File: config.mk
export PLATFORM = sky130hd
export DESIGN_NAME = cic_decim32
export DESIGN_NICKNAME = d
export VERILOG_FILES = /design/src/rtl/cic_pkg.sv /design/src/rtl/cic_phase_ctrl.sv /design/src/rtl/cic_integ_stage.sv /design/src/rtl/cic_comb_stage.sv /design/src/rtl/cic_decim32.sv
export SDC_FILE = /design/constraint.sdc
export NUM_CORES = 1
export LEC_CHECK = 0
export ABC_CLOCK_PERIOD_IN_PS = 16200
export BUFFER_PORTS_ARGS = -buffer_cell sky130_fd_sc_hd__buf_4
export CAP_MARGIN = 20
export CORE_UTILIZATION = 50
export CTS_CLUSTER_DIAMETER = 80
export DETAILED_ROUTE_END_ITERATION = 10
export GPL_TIMING_DRIVEN = 0
export PLACE_DENSITY_LB_ADDON = 0.15
export SYNTH_ARGS = -nofsm -noshare
export SYNTH_HDL_FRONTEND = slang
export SYNTH_HIERARCHICAL = 1
export SYNTH_SLANG_ARGS = --single-unit
File: constraint.sdc
create_clock -name clk -period 16.2 [get_ports clk]
set_input_delay 3.24 -clock clk [delete_from_list [all_inputs] [get_ports clk]]
set_output_delay 3.24 -clock clk [all_outputs]
set_load 0.005 [all_outputs]
File: src/rtl/cic_pkg.sv
package cic_pkg;
  localparam int CIC_IN_W  = 5;
  localparam int CIC_RATE  = 32;
  localparam int CIC_ORDER = 4;

  // growth of a moving-sum cascade: order * log2(rate) bits above the input
  function automatic int cic_acc_w(input int in_w, input int rate, input int order);
    return in_w + order * $clog2(rate);
  endfunction
endpackage

File: src/rtl/cic_phase_ctrl.sv
module cic_phase_ctrl #(
  parameter int RATE = 32
) (
  input  logic clk,
  input  logic rst,
  input  logic in_stb,
  output logic dec_go
);
  localparam int PW = (RATE > 1) ? $clog2(RATE) : 1;
  localparam logic [PW-1:0] LAST = PW'(RATE - 1);

  logic [PW-1:0] phase;

  always_ff @(posedge clk) begin
    if (rst) begin
      phase  <= '0;
      dec_go <= 1'b0;
    end else begin
      dec_go <= in_stb && (phase == LAST);
      if (in_stb) phase <= (phase == LAST) ? '0 : phase + 1'b1;
    end
  end

  // the last strobe of a block launches exactly one decimation step
  a_r4_go_after_last: assert property (@(posedge clk) disable iff (rst)
    (in_stb && phase == LAST) |=> dec_go);

  // the phase only advances on a strobe
  a_r3_phase_hold: assert property (@(posedge clk) disable iff (rst)
    !in_stb |=> $stable(phase));
endmodule

File: src/rtl/cic_integ_stage.sv
module cic_integ_stage #(
  parameter int W = 25
) (
  input  logic                clk,
  input  logic                rst,
  input  logic                en,
  input  logic signed [W-1:0] d_in,
  output logic signed [W-1:0] acc,
  output logic signed [W-1:0] acc_nxt
);
  // modulo 2^W: the carry out is discarded on purpose
  assign acc_nxt = acc + d_in;

  always_ff @(posedge clk) begin
    if (rst)     acc <= '0;
    else if (en) acc <= acc_nxt;
  end

  // no strobe, no change
  a_r3_integ_hold: assert property (@(posedge clk) disable iff (rst)
    !en |=> $stable(acc));
endmodule

File: src/rtl/cic_comb_stage.sv
module cic_comb_stage #(
  parameter int W = 25
) (
  input  logic                clk,
  input  logic                rst,
  input  logic                en,
  input  logic signed [W-1:0] d_in,
  output logic signed [W-1:0] diff
);
  logic signed [W-1:0] prev;

  // first difference with a delay of one decimated sample, modulo 2^W
  assign diff = d_in - prev;

  always_ff @(posedge clk) begin
    if (rst)     prev <= '0;
    else if (en) prev <= d_in;
  end

  // delay element moves only on a decimation step
  a_r2_comb_hold: assert property (@(posedge clk) disable iff (rst)
    !en |=> $stable(prev));
endmodule

File: src/rtl/cic_decim32.sv
module cic_decim32
  import cic_pkg::*;
#(
  parameter int IN_W  = CIC_IN_W,
  parameter int RATE  = CIC_RATE,
  parameter int ORDER = CIC_ORDER,
  parameter int ACC_W = cic_acc_w(CIC_IN_W, CIC_RATE, CIC_ORDER)
) (
  input  logic                    clk,
  input  logic                    rst,
  input  logic                    in_stb,
  input  logic signed [IN_W-1:0]  in_code,
  output logic                    out_valid,
  output logic signed [ACC_W-1:0] out_data
);
  logic                    dec_go;
  logic signed [ACC_W-1:0] i_in  [0:ORDER-1];
  logic signed [ACC_W-1:0] i_acc [0:ORDER-1];
  logic signed [ACC_W-1:0] c_in  [0:ORDER];
  logic signed [ACC_W-1:0] integ_tail_unused;

  assign i_in[0] = {{(ACC_W-IN_W){in_code[IN_W-1]}}, in_code};

  cic_phase_ctrl #(.RATE(RATE)) u_ctrl (
    .clk    (clk),
    .rst    (rst),
    .in_stb (in_stb),
    .dec_go (dec_go)
  );

  // integrators: one unregistered chain per strobe, all at the input rate
  for (genvar s = 0; s < ORDER; s++) begin : g_integ
    if (s < ORDER - 1) begin : g_mid
      cic_integ_stage #(.W(ACC_W)) u_int (
        .clk     (clk),
        .rst     (rst),
        .en      (in_stb),
        .d_in    (i_in[s]),
        .acc     (i_acc[s]),
        .acc_nxt (i_in[s+1])
      );
    end else begin : g_tail
      cic_integ_stage #(.W(ACC_W)) u_int (
        .clk     (clk),
        .rst     (rst),
        .en      (in_stb),
        .d_in    (i_in[s]),
        .acc     (i_acc[s]),
        .acc_nxt (integ_tail_unused)
      );
    end
  end

  // combs: sample the last integrator one cycle after the block's final strobe
  assign c_in[0] = i_acc[ORDER-1];

  for (genvar s = 0; s < ORDER; s++) begin : g_comb
    cic_comb_stage #(.W(ACC_W)) u_comb (
      .clk  (clk),
      .rst  (rst),
      .en   (dec_go),
      .d_in (c_in[s]),
      .diff (c_in[s+1])
    );
  end

  always_ff @(posedge clk) begin
    if (rst) begin
      out_valid <= 1'b0;
      out_data  <= '0;
    end else begin
      out_valid <= dec_go;
      if (dec_go) out_data <= c_in[ORDER];
    end
  end

  // single-cycle valid pulse
  a_r2_valid_pulse: assert property (@(posedge clk) disable iff (rst)
    out_valid |=> !out_valid);

  // data moves only together with a valid pulse
  a_r2_data_hold: assert property (@(posedge clk) disable iff (rst)
    !out_valid |-> $stable(out_data));

  // reset leaves the output port cleared
  a_r7_reset_clear: assert property (@(posedge clk)
    rst |=> (!out_valid && out_data == '0));
endmodule

## Word level (Yosys, flattened, before mapping)

Cells that the tools add are included.

| storage, ports and cells | value |
|---|---|
| logic and storage cells | 24 |
| register bits after elaboration | 232 |
| memories | 0 |
| bits in latches | 0 |
| RAM bits | 0 |
| memory bits (read-only) | 0 |

| operators by class | value |
|---|---|
| multipliers | 0 |
| reductions and logical operators | 1 |
| div/mod/pow operators | 0 |
| eq/ne operators | 1 |
| bitwise logic cells | 0 |
| muxes and demuxes | 1 |
| shift operators | 0 |
| add/subtract/negate cells | 9 |
| order comparisons | 0 |

Operators with widths:

| operator | count |
|---|---|
| $sub A25 B25 Y25 | 4 |
| $add A25 B25 Y25 | 3 |
| $add A25 B5 Y25 | 1 |
| $add A5 B1 Y5 const B | 1 |
| $eq A5 B5 Y1 const B | 1 |
| $mux W5 | 1 |
| $logic_and A1 B1 Y1 | 1 |

## Longest topological paths before layout

| depth | value |
|---|---|
| depth after elaboration | 4 |
| gate-level depth with buffers | 33 |

## By module

Netlist, hierarchy kept.

By module, submodules not included:

| module | instances | cells an instance | sequential area each (um2) | area an instance (um2) |
|---|---|---|---|---|
| cic_comb_stage at g_comb[1].u_comb ... | 3 | 295 | 500.5 | 2279.7 |
| cic_integ_stage at g_integ[0].g_mid.u_int ... | 2 | 304 | 500.5 | 2522.4 |
| cic_integ_stage at g_integ[3].g_tail.u_int | 1 | 305 | 500.5 | 2536.2 |
| cic_integ_stage at g_integ[2].g_mid.u_int | 1 | 302 | 500.5 | 2504.9 |
| cic_comb_stage at g_comb[0].u_comb | 1 | 291 | 500.5 | 2376.0 |
| cic_decim32 | 1 | 83 | 520.5 | 937.1 |
| cic_phase_ctrl | 1 | 28 | 120.1 | 274.0 |

## Worst setup path after synthesis

No wires, ideal clock.

| timing path | value |
|---|---|
| path kind | input to register |
| from | input port in_code[0] |
| to | register g_integ[3].g_tail.u_int.acc[24] |
| path slack | 6.515 ns |
| stages on the path | 27 |
| arrival | 9.562 ns |
| buffers on the path | 2 |
| cell sequence | ha_1 -> fa_1 -> a211o_1 -> a211o_1 -> a221oi_1 -> xnor2_1 -> ha_1 -> nand2_1 -> or3_1 -> a211oi_1 -> o22ai_1 -> o21ai_0 -> xor2_1 -> ha_1 -> clkbuf_1 -> nand4_1 -> a2111oi_0 -> nor2_1 -> xnor2_1 -> ha_1 -> clkbuf_8 -> a21oi_1 -> o221ai_1 -> o32ai_1 -> o41ai_2 -> mux2i_1 -> mux2_1 |

RTL lines:

| what | RTL line | RTL |
|---|---|---|
| from (decl) | cic_decim32.sv:12 | `input logic signed [IN_W-1:0] in_code,` |
| to (signal assigned) | cic_integ_stage.sv:16 | `else if (en) acc <= acc_nxt;` |
| to (decl) | cic_integ_stage.sv:8 | `output logic signed [W-1:0] acc,` |

==> qor.txt <==
Die Footprint: 41600 um2
vias in the first global route: 17.1k
number of cells on the worst reg-to-reg path: 27
clock skew after layout: 0.0118 ns
hold buffer count at cts: 0
CTS Sinks: 232
status: completed
Die W: 204 um
Clock Latency Late Sink: 0.57 ns
DRC viols: 0
worst-case clock buffer depth: 3
r2r setup slk: 7.84 ns
syn nets: 2694
startpoint types: input pin
Final Critical Period: 10.84 ns
Std-Cell Rows: 73
initial antenna violation count: 0
CTS tree: done
core area: 40000 um2
hold path start: g_integ[2].g_mid.u_int/acc[22]
Hold Path Cell Cnt: 1
Slew @ Worst Pin: 0.742 ns
share of post-route cells with drive strength above 1: 0.0984
global placer's final weighted congestion: 0.896
RSZ-0062 raised after global routing: false
1st-iter DRT viols: 1097
f_max: 92.2 MHz
clock-pin slew on the worst setup and hold paths: 0.05 ns
CP endpoint kind: flip-flop
R2R Path Start: g_integ[0].g_mid.u_int/acc[0]
crit-path max FO: 10
via count: 18.0k
Initial Util: 0.509
number of setup buffers added after CTS: 0
Root Driver: clkbuf_16
fin nets: 2759
DR pass1 iterations: 6
IO Pins: 34
WHS Endpoint: g_integ[2].g_mid.u_int/acc[22]
Syn-to-layout area delta: 9.14%
ANT nets after route: 0
Final Hold Fails: 0
CP Data Required Time: 16.66 ns
WL final: 51200 um
Netlist Area Pre-Place: 20400 um2
Die Y: 204 um
H-tree Lvls: 1
cell count after synthesis: 2484
min-delay worst type: flip-flop to flip-flop
maximum capacitance violations: 0
Sum Neg Setup Slack: 0 ns
fin crit share: 0.669
Final Core Density: 0.556
detailed-route vias per instance: 5.83
I/O Buffers: 32
largest net degree at the start of global routing: 40
Total GRT Usage: 0.244
worst r2r dst: g_integ[3].g_tail.u_int/acc[24]
n_diodes: 0
endpoints failing setup: 0
Worst slew margin: 0.502
Setup CP Type: input pin to flip-flop
crit path DAT: 11.30 ns
Max Transition Viols Final: 0
GR Overflow Total: 0
final HPWL from detailed placement: 39700 um
first-pass GRT wire length: 84700 um
CTS Buf Count: 31
Syn Area/Cell: 8.20 um2
cts repair resizes: 0
Syn. warnings: 6
routed len/inst: 16.5 um
==> critical path, stage by stage <==
cell and delay (ns):
buf_4 0.12, ha_1 0.22, fa_1 0.43, a211o_1 0.35
a211o_1 0.36, a221oi_1 0.41, xnor2_1 0.21, ha_1 0.41
nand2_1 0.15, or3_1 0.38, a211oi_1 0.31, o22ai_1 0.32
o21ai_0 0.27, xor2_1 0.12, ha_1 0.32, clkbuf_1 0.34
nand4_1 0.22, a2111oi_0 0.61, nor2_1 0.17, xnor2_1 0.34
ha_1 0.30, clkbuf_8 0.16, a21oi_1 0.18, o221ai_1 0.22
o32ai_1 0.35, o41ai_2 0.14, mux2i_1 0.30, mux2_1 0.35
==> state kept, by name, indices dropped and copies added (netlist names) <==
name / flops
g_comb.u_comb/prev: 100
g_integ.g_mid.u_int/acc: 75
g_integ.g_tail.u_int/acc: 25
out_data: 25
out_valid: 1
u_ctrl/dec_go: 1
u_ctrl/phase: 5
==> layer usage <==
layer,track usage,wire [um],up-vias
met5,0,0,-
met4,0.0655,1260,0
met3,0.0233,1800,72
met2,0.429,24700,333
met1,0.315,23500,8548
li1,-,-,9088
==> area by class of cell <==
| type | instances | area (um2) |
|---|---|---|
| Inverter | 157 | 589 |
| Clock inverter | 14 | 116 |
| Sequential cell | 232 | 4640 |
| Buffer | 116 | 747 |
| Multi-Input combinational cell | 1979 | 14400 |
| Clock buffer | 40 | 850 |
| Timing Repair Buffer | 32 | 240 |
| Fill cell | 3817 | 17800 |
| Tap cell | 525 | 657 |
==> cell usage in the layout (no fill, tap or decap), types with 18 or more instances in the layout <==
cell         n
o21ai_1     32
mux2i_1    172
nor2_1     293
a211oi_1    24
nand3_1     40
o21ai_0     70
xor2_1      46
o21a_1      21
clkbuf_1    53
dfxtp_1    232
a211o_1     18
ha_1       194
o221ai_1    27
nand2_1    165
a21oi_2     19
a21oi_1    187
buf_2       18
clkbuf_16   31
nor3_1      19
buf_4       32
nor3b_1     26
inv_1      155
clkbuf_8    18
nor2b_1     24
a21o_1      67
xnor2_1    112
nand2b_1    72
nand4_1     50
o211ai_1    22
==> per-stage QoR <==
stage	worst slack, ns	instance area [um2]	std cells	hold WS [ns]
after global routing	4.79	22200	3095	0.495
after CTS	5.36	22200	3095	0.476
final	5.36	22200	3095	0.473
after global placement	4.87	21300	3041	0.459
after floorplan	6.55	20400	2484	0.429
after detailed placement	4.78	21300	3041	0.465
==> worst max path at each step <==
stage               startpoint                              end  slack, ns  cells past startpoint
floorplan           in_code[0]  g_integ[3].g_tail.u_int/acc[24]       6.55                     27
global placement    in_code[0]  g_integ[3].g_tail.u_int/acc[24]       4.87                     28
detailed placement  in_code[0]  g_integ[3].g_tail.u_int/acc[24]       4.78                     28
CTS                 in_code[0]  g_integ[3].g_tail.u_int/acc[24]       5.36                     28
global route        in_code[0]  g_integ[3].g_tail.u_int/acc[24]       4.79                     28
finish              in_code[0]  g_integ[3].g_tail.u_int/acc[24]       5.36                     28
Power is not shown: default switching activity piles up to over one toggle a cycle in this logic, so the estimate is an artifact.
